$ cat src/rtl/dma_xfer_pkg.sv
package dma_xfer_pkg;

    typedef enum logic [2:0] {
        ST_IDLE   = 3'd0,
        ST_BUSREQ = 3'd1,
        ST_READ   = 3'd2,
        ST_CAPT   = 3'd3,
        ST_WRITE  = 3'd4,
        ST_DRAIN  = 3'd5
    } hs_state_e;

    typedef struct packed {
        logic bus_req;
        logic per_ack;
        logic rd;
        logic wr;
    } hs_ctrl_t;

    localparam logic CFG_SEL_SRC = 1'b0;
    localparam logic CFG_SEL_DST = 1'b1;

    function automatic hs_ctrl_t decode_ctrl(input hs_state_e st);
        hs_ctrl_t c;
        c = '0;
        case (st)
            ST_BUSREQ: c.bus_req = 1'b1;
            ST_READ:   begin c.bus_req = 1'b1; c.per_ack = 1'b1; c.rd = 1'b1; end
            ST_CAPT:   begin c.bus_req = 1'b1; c.per_ack = 1'b1; end
            ST_WRITE:  begin c.bus_req = 1'b1; c.per_ack = 1'b1; c.wr = 1'b1; end
            default:   c = '0;
        endcase
        return c;
    endfunction

endpackage

$ cat src/rtl/dma_cfg_bank.sv
module dma_cfg_bank #(
    parameter int AW = 16
) (
    input  logic          clk,
    input  logic          rst,
    input  logic          cfg_we,
    input  logic          cfg_sel,
    input  logic [AW-1:0] cfg_wdata,
    output logic [AW-1:0] src_cfg,
    output logic [AW-1:0] dst_cfg
);
    import dma_xfer_pkg::*;

    always_ff @(posedge clk) begin
        if (rst) begin
            src_cfg <= '0;
            dst_cfg <= '0;
        end else if (cfg_we) begin
            if (cfg_sel == CFG_SEL_SRC) src_cfg <= cfg_wdata;
            else                        dst_cfg <= cfg_wdata;
        end
    end

endmodule

$ cat src/rtl/dma_hs_fsm.sv
module dma_hs_fsm #(
    parameter int AW = 16,
    parameter int DW = 16
) (
    input  logic                   clk,
    input  logic                   rst,
    input  logic                   per_req,
    input  logic                   bus_grant,
    input  logic [AW-1:0]          src_cfg,
    input  logic [AW-1:0]          dst_cfg,
    input  logic [DW-1:0]          rdata,
    output dma_xfer_pkg::hs_ctrl_t ctrl,
    output logic [AW-1:0]          src_act,
    output logic [AW-1:0]          dst_act,
    output logic [DW-1:0]          word_q
);
    import dma_xfer_pkg::*;

    hs_state_e state_q, state_d;

    always_comb begin
        state_d = state_q;
        case (state_q)
            ST_IDLE:   if (per_req) state_d = ST_BUSREQ;
            ST_BUSREQ: if (bus_grant) state_d = ST_READ;
            ST_READ:   state_d = ST_CAPT;
            ST_CAPT:   state_d = ST_WRITE;
            ST_WRITE:  state_d = ST_DRAIN;
            ST_DRAIN:  if (!bus_grant && !per_req) state_d = ST_IDLE;
            default:   state_d = ST_IDLE;
        endcase
    end

    always_ff @(posedge clk) begin
        if (rst) begin
            state_q <= ST_IDLE;
            src_act <= '0;
            dst_act <= '0;
            word_q  <= '0;
        end else begin
            state_q <= state_d;
            if (state_q == ST_IDLE && per_req) begin
                src_act <= src_cfg;
                dst_act <= dst_cfg;
            end
            if (state_q == ST_CAPT) word_q <= rdata;
        end
    end

    assign ctrl = decode_ctrl(state_q);


    ack_after_grant_chk: assert property (@(posedge clk) disable iff (rst)
        $rose(ctrl.per_ack) |-> $past(bus_grant));


    wr_after_rd_chk: assert property (@(posedge clk) disable iff (rst)
        ctrl.wr |-> $past(ctrl.rd, 2));


    joint_release_chk: assert property (@(posedge clk) disable iff (rst)
        $fell(ctrl.bus_req) |-> $fell(ctrl.per_ack));


    no_restart_chk: assert property (@(posedge clk) disable iff (rst)
        $rose(ctrl.bus_req) |-> !$past(bus_grant));

endmodule

$ cat src/rtl/dma_bus_port.sv
module dma_bus_port #(
    parameter int AW = 16,
    parameter int DW = 16
) (
    input  logic                   clk,
    input  logic                   rst,
    input  dma_xfer_pkg::hs_ctrl_t ctrl,
    input  logic                   bus_grant,
    input  logic [AW-1:0]          src_act,
    input  logic [AW-1:0]          dst_act,
    input  logic [DW-1:0]          word_q,
    output logic                   mem_rd,
    output logic                   mem_wr,
    output logic [AW-1:0]          mem_addr,
    output logic [DW-1:0]          mem_wdata
);
    logic own;
    assign own = bus_grant & ctrl.per_ack;

    always_comb begin
        mem_rd    = own & ctrl.rd;
        mem_wr    = own & ctrl.wr;
        mem_addr  = '0;
        mem_wdata = '0;
        if (mem_rd) mem_addr = src_act;
        if (mem_wr) begin
            mem_addr  = dst_act;
            mem_wdata = word_q;
        end
    end


    rd_needs_ack_chk: assert property (@(posedge clk) disable iff (rst)
        mem_rd |-> (ctrl.per_ack && ctrl.bus_req));


    idle_quiet_chk: assert property (@(posedge clk) disable iff (rst)
        !(mem_rd || mem_wr) |-> (mem_addr == '0 && mem_wdata == '0));

endmodule

$ cat src/rtl/dma_xfer_ctrl.sv
module dma_xfer_ctrl #(
    parameter int AW = 16,
    parameter int DW = 16
) (
    input  logic          clk,
    input  logic          rst,
    input  logic          cfg_we,
    input  logic          cfg_sel,
    input  logic [AW-1:0] cfg_wdata,
    input  logic          per_req,
    output logic          per_ack,
    output logic          bus_req,
    input  logic          bus_grant,
    output logic          mem_rd,
    output logic          mem_wr,
    output logic [AW-1:0] mem_addr,
    output logic [DW-1:0] mem_wdata,
    input  logic [DW-1:0] mem_rdata
);
    import dma_xfer_pkg::*;

    logic [AW-1:0] src_cfg, dst_cfg, src_act, dst_act;
    logic [DW-1:0] word_q;
    hs_ctrl_t      ctrl;

    dma_cfg_bank #(.AW(AW)) cfg_i (
        .clk(clk), .rst(rst), .cfg_we(cfg_we), .cfg_sel(cfg_sel),
        .cfg_wdata(cfg_wdata), .src_cfg(src_cfg), .dst_cfg(dst_cfg)
    );

    dma_hs_fsm #(.AW(AW), .DW(DW)) fsm_i (
        .clk(clk), .rst(rst), .per_req(per_req), .bus_grant(bus_grant),
        .src_cfg(src_cfg), .dst_cfg(dst_cfg), .rdata(mem_rdata),
        .ctrl(ctrl), .src_act(src_act), .dst_act(dst_act), .word_q(word_q)
    );

    dma_bus_port #(.AW(AW), .DW(DW)) port_i (
        .clk(clk), .rst(rst), .ctrl(ctrl), .bus_grant(bus_grant),
        .src_act(src_act), .dst_act(dst_act), .word_q(word_q),
        .mem_rd(mem_rd), .mem_wr(mem_wr), .mem_addr(mem_addr),
        .mem_wdata(mem_wdata)
    );

    assign bus_req = ctrl.bus_req;
    assign per_ack = ctrl.per_ack;

endmodule

$ cat config.mk
export PLATFORM = sky130hd
export DESIGN_NAME = dma_xfer_ctrl
export DESIGN_NICKNAME = d
export VERILOG_FILES = /design/src/rtl/dma_xfer_pkg.sv /design/src/rtl/dma_cfg_bank.sv /design/src/rtl/dma_hs_fsm.sv /design/src/rtl/dma_bus_port.sv /design/src/rtl/dma_xfer_ctrl.sv
export SDC_FILE = /design/constraint.sdc
export NUM_CORES = 1
export LEC_CHECK = 0
export BUFFER_PORTS_ARGS = -buffer_cell sky130_fd_sc_hd__clkbuf_2
export CORE_ASPECT_RATIO = 1.75
export CORE_MARGIN = 2
export CORE_UTILIZATION = 58
export CTS_BUF_LIST = sky130_fd_sc_hd__clkbuf_8 sky130_fd_sc_hd__clkbuf_16
export CTS_CLUSTER_DIAMETER = 200
export CTS_CLUSTER_SIZE = 8
export DETAILED_ROUTE_END_ITERATION = 10
export PLACE_DENSITY = 0.84
export SYNTH_ARGS = -nofsm -noshare
export SYNTH_HDL_FRONTEND = slang
export SYNTH_SLANG_ARGS = --single-unit
$ cat constraint.sdc
create_clock -name clk -period 2.3 [get_ports clk]
set_input_delay 0.345 -clock clk [delete_from_list [all_inputs] [get_ports clk]]
set_output_delay 0.345 -clock clk [all_outputs]
set_load 0.01 [all_outputs]
Yosys cells after proc, flatten, opt, wreduce, memory -nomap -nowiden
Cells that the tools add are included.
{"block": "totals", "reg_bits": 83, "latch_bits": 0, "ram_bits": 0, "rom_bits": 0, "inputBits": 38, "out_inout_bits": 36, "elab_cells": 39, "n_memories": 0}
{"block": "op_classes", "add_sub_neg": 0, "mul": 0, "n_div": 0, "order_cmp": 0, "n_eq_ne": 8, "n_shift": 0, "muxes": 11, "n_bitwise": 4, "n_reduce_logical": 10}
{"op": "$mux W16", "count": 3}
{"op": "$pmux W3 S6", "count": 1}
{"op": "$mux W3", "count": 3}
{"op": "$eq A3 B2 Y1 const B", "count": 2}
{"op": "$eq A3 B3 Y1 const B", "count": 2}
{"op": "$mux W1", "count": 4}
{"op": "$ne A2 B2 Y1 const B", "count": 2}
{"op": "$reduce_and A2 Y1", "count": 2}
{"op": "$reduce_or A4 Y1", "count": 1}
{"op": "$and A1 B1 Y1", "count": 3}
{"op": "$eq A3 B1 Y1 const B", "count": 1}
{"op": "$logic_not A3 Y1", "count": 1}
{"op": "$reduce_and A3 Y1", "count": 1}
{"op": "$reduce_or A3 Y1", "count": 1}
{"op": "$logic_and A1 B1 Y1", "count": 2}
{"op": "$logic_not A1 Y1", "count": 2}
{"op": "$ne A2 B1 Y1 const B", "count": 1}
{"op": "$not A1 Y1", "count": 1}

Depth between registers and ports, before layout
{"block": "logic_depth", "ltp_word": 7, "depth_mapped": 6, "ltp_nobuf": 3}

By module
A second synthesis with hierarchy kept.
{"block": "hier_totals", "hier_cells": 435, "hier_area_um2": 3696.0}
{"module": "dma_hs_fsm", "instances": 1, "cells_each": 235, "area_per_inst_um2": 1904.3, "seq_area_each_um2": 1021.0}
{"module": "dma_cfg_bank", "instances": 1, "cells_each": 125, "area_per_inst_um2": 1363.8, "seq_area_each_um2": 640.6}
{"module": "dma_bus_port", "instances": 1, "cells_each": 75, "area_per_inst_um2": 427.9, "seq_area_each_um2": 0.0}

Worst setup path before layout
OpenSTA, ideal clock, no wires.
{"block": "synth_timing", "path_kind": "register to output", "startpoint": "register fsm_i.state_q[0]", "endpoint": "output port mem_addr[0]", "arrival_time_ns": 1.316, "required_time_ns": 1.955, "slack_ns": 0.639, "stages_incl_launch_ff": 6, "path_buffers": 2, "path_cell_list": "dfxtp_1 -> buf_6 -> nand2b_1 -> nor3b_4 -> buf_4 -> a22o_1"}
{"block": "synth_via", "elab_chain_len": 7, "elab_cells_between_ends": 12, "classes_between": "3 x eq/ne; 5 x mux; 3 x bitwise; 1 x reduce/logical"}
{"element": "start: declaration", "line": "dma_hs_fsm.sv:19", "source": "hs_state_e state_q, state_d;"}
{"element": "start signal: assignment", "line": "dma_hs_fsm.sv:41", "source": "state_q <= state_d;"}
{"element": "$eq A3 B2 Y1 / $eq A3 B3 Y1 (equally long branches)", "line": "dma_xfer_pkg.sv:25", "source": "case (st)"}
{"element": "$reduce_or A3 Y1 (no source line)"}
{"element": "$mux W1", "line": "dma_xfer_pkg.sv:25"}
{"element": "$and A1 B1 Y1", "line": "dma_bus_port.sv:18", "source": "assign own = bus_grant & ctrl.per_ack;"}
{"element": "$and A1 B1 Y1 (*)", "line": "dma_bus_port.sv:21", "source": "mem_rd = own & ctrl.rd;"}
{"element": "named net mem_rd", "line": "dma_xfer_ctrl.sv:14", "source": "output logic mem_rd,"}
{"element": "$mux W16 (*)", "line": "dma_bus_port.sv:25", "source": "if (mem_rd) mem_addr = src_act;"}
{"element": "$mux W16 (*)", "line": "dma_bus_port.sv:26", "source": "if (mem_wr) begin"}
{"element": "end: declaration", "line": "dma_xfer_ctrl.sv:16", "source": "output logic [AW-1:0] mem_addr,"}
Mark *: on every way through the listed nets, which the timed path passes. The rest lies on a longest branch.

Worst setup path in the final report
{"block": "layout_timing", "startpoint": "register fsm_i.state_q[0]", "endpoint": "output port mem_addr[8]"}
{"block": "layout_via", "elab_chain_len": 7, "elab_cells_between_ends": 12, "classes_between": "3 x eq/ne; 5 x mux; 3 x bitwise; 1 x reduce/logical"}
{"element": "$eq A3 B2 Y1 / $eq A3 B3 Y1 (equally long branches)", "line": "dma_xfer_pkg.sv:25"}
{"element": "$reduce_or A3 Y1 (no source line)"}
{"element": "$mux W1", "line": "dma_xfer_pkg.sv:25"}
{"element": "$and A1 B1 Y1", "line": "dma_bus_port.sv:18"}
{"element": "$and A1 B1 Y1", "line": "dma_bus_port.sv:21"}
{"element": "$mux W16", "line": "dma_bus_port.sv:25"}
{"element": "$mux W16 (*)", "line": "dma_bus_port.sv:26"}
Every way passes the cells marked *; elsewhere a longest branch is shown, timed or not.

==> results.md <==
- CTS buffer count: 9
- Synth Area in Adders: 0%
- GP Congestion: between 0.7 and 0.8
- Mux share of post-synthesis cell area: less than 1%
- ANT nets after route: 0
- Final setup violation count: 0
- Worst hold margin: between 0.2 and 0.25 ns
- Cell taking the most area after synthesis: dfxtp_1
- Min cycle time layout: between 2 and 2.5 ns
- Largest family of logic cells by synthesized area: simple AND/OR/NAND/NOR gates
- Slowest CP cell: dfxtp_2
- Crit-path leading delay family: simple AND/OR/NAND/NOR gates
- Metal2 WL: roughly 3.8 mm
- Crit share post-route: 89.9%
- Worst-case clock buffer depth: 2
- Setup TNS: 0 ns
- Most frequent cells in the layout: 131 x nand2_1, 80 x dfxtp_1, 72 x clkbuf_2
- Fmax: 484 MHz
- Depth of the worst hold-timing path: 3
- Max cap viols: 0
- Total congestion overflow: 0
- DP HPWL: approximately 4.9 mm
- IO Count: 74
- Clk sinks: 83
- Post-synth top area share: a little under half
- Total core area: about 0.0058 sq mm
- Reg2Reg Depth: 3
- Final WL: ~7 mm
- Initial antenna violation count: 0
- Post-CTS setup buffer count: 0
- Critical Path Source Type: register
- Worst min-delay path class: input port to register
- Post-Synthesis Cell Area: around 0.0035 sq mm
- DR vias: roughly 2,900
- Critical Path Max Stage Delay: about 0.38 ns
- Starting Density: 59.9%
- Top cells by area, synth: dfxtp_1 48%, nand2_1 14%, a21oi_2 7.5%
- Wire per inst: approximately 13 microns
- CP max FO: 24
- CTS-repair resized insts: 0
- Register area share after synthesis: between 40% and 50%
- Worst vdd ir: 496 uV
- Nets: 510
- Pwr Density: approximately 660 mW/mm^2
- Maximum number of pins on one net before global-route repair: just over 40
- CTS tree: yes
- Fin. Hold Viols: 0
- Synth warn: 0
- Clk_skew: 0.00602 ns
- CP endpoint kind: primary output
- Complex-gate fraction of the synthesized area: 19.6%
- Slew Viols, Final: 0
- Top sig layer: met4
- First-pass GRT wire length: 12.3 mm
- Worst Path Required: 1.96 ns
- First DRT Iteration DRCs: slightly below 80
- Syn avg cell area: ~8.4 sq um
- Worst Setup Path Type: register to primary output
- Xor and xnor area share after synthesis: 0.251%
- Antenna cell count: 0
- Die area: between 0.006 and 0.007 sq mm
- Static Leak: 1.52 nW
- CP Buf/Inv Count: 2
- Avg Vias per Cell: ~5.2
- Area Overhead vs Synth: 13.5%
- Post-CTS Hold Fix Bufs: 0
- Layout cells sized above 1: approximately a third
- Placement Rows: 37
- Syn_nets: 452
- Status: finished clean
- Worst rel slew slack: 54.7%
- Post-Synth Simple-Gate Area: around a quarter
- Number of port buffers: 73
- Post-synthesis cell type count: 29
- Synth Register Bits: 83
- CTS Root Buffer Type: clkbuf_8
- Post-detailed-route DRC marker count: 0
- Vias in the first global route: approximately 2,800
- CTS HTree Levels: 3
- Global Route Usage Sum: a little under a quarter
- Routed length on met3: ~310 microns
- Worst-Margin Slew: between 0.6 and 0.7 ns
- Drt pass-1 iters: 4
- Critical-path cell list: nor2_1 > and3_1 > buf_4 > a22o_1 > clkbuf_2
- RSZ-0062 raised after global routing: false
- M1 WL: ~2.9 mm
- Syn Inst Count: slightly above 400
- Die height: approximately 110 microns
- Stages on the worst setup path: 5
- Clock latency on the worst-skew pair: 0.35 ns
- Die W: roughly 63 microns
- WP data arrival: roughly 1.7 ns
- Most common cell after layout, fill and taps aside: nand2_1
- Clock Pin Slew Worst Setup and Hold Paths: 0.07 ns
[worst min-delay path: cells and delay by family]
family	cells	cell delay, ns
buf+inv	1	0.08
compound gates	1	0.05
simple gates	1	0.04
[logic make-up (layout without fill, tap and decap cells)]
group | Yosys count | after routing
buffers and inverters | 34 | 95
AO/OA/AOI/OAI | 101 | 101
AND/OR/NAND/NOR | 194 | 194
flip-flops | 83 | 83
XOR/XNOR | 1 | 1
multiplexers | 1 | 1
[through the flow]
step / cell area, sq um / total power [mW] / cells / util [%] / worst slack, ns
after floorplan: 3500 / 1.76 / 414 / - / 0.639
final: 3970 / 2.62 / 553 / 68.0 / 0.233
after detailed placement: 3820 / 1.82 / 539 / 65.4 / 0.482
after global routing: 3970 / 2.74 / 553 / 68.0 / 0.0528
after global placement: 3820 / 1.81 / 539 / 65.4 / 0.562
after CTS: 3970 / 2.65 / 553 / 68.0 / 0.0782
[routing by layer]
| layer | up-vias | track usage [%] |
|---|---|---|
| li1 | 1465 | - |
| met1 | 1300 | 24.7 |
| met2 | 80 | 42.2 |
| met3 | 18 | 3.99 |
| met4 | 0 | 14.9 |
| met5 | - | 0 |
[layout make-up]
cell class	count	area, sq um
clock buffers	9	124
clock inverters	5	25.0
fillers	509	1860
multi-input cells	297	1630
flip-flops and latches	83	1670
well taps	78	97.6
repair buffers	81	428
[cells in the mapped netlist]
master    number
and3b_1        1
nand3b_1       3
mux2_2         1
a22o_1        16
a21oi_2       30
buf_1          1
buf_2          8
buf_4          1
nor3b_4        1
nor2_1         2
nand2_2       30
a211oi_1       1
buf_12         3
dfxtp_1       83
and2_1        17
or4b_4         1
nand2_1      131
clkbuf_1      19
nor4b_4        1
and3_1         1
xnor2_1        1
nand2b_1       3
or4_1          1
o22ai_1        1
a21o_1         1
nand3_1        1
buf_6          2
nor2b_1        1
a21oi_1       52
[registers in the layout, summed over array words and instances (netlist names)]
signal,flops
cfg_i.dst_cfg,16
fsm_i.word_q,16
fsm_i.dst_act,16
fsm_i.src_act,16
cfg_i.src_cfg,16
fsm_i.state_q,3
[report_power, final]
| part | leakage [nW] | internal [mW] | switching (mW) |
|---|---|---|---|
| clock | 0.0833 | 0.368 | 0.468 |
| combinational | 0.764 | 0.0915 | 0.171 |
| sequential | 0.675 | 1.49 | 0.0361 |
[worst paths after layout]
path / slack (ns) / start / to
setup / recovery: 0.23 / fsm_i.state_q[0] / mem_addr[8]
hold / removal: 0.21 / mem_rdata[2] / fsm_i.word_q[2]
setup reg to reg: 0.68 / fsm_i.state_q[2] / fsm_i.dst_act[5]
hold reg to reg: 0.45 / fsm_i.word_q[6] / fsm_i.word_q[6]
(Power assumes the default switching activity.)
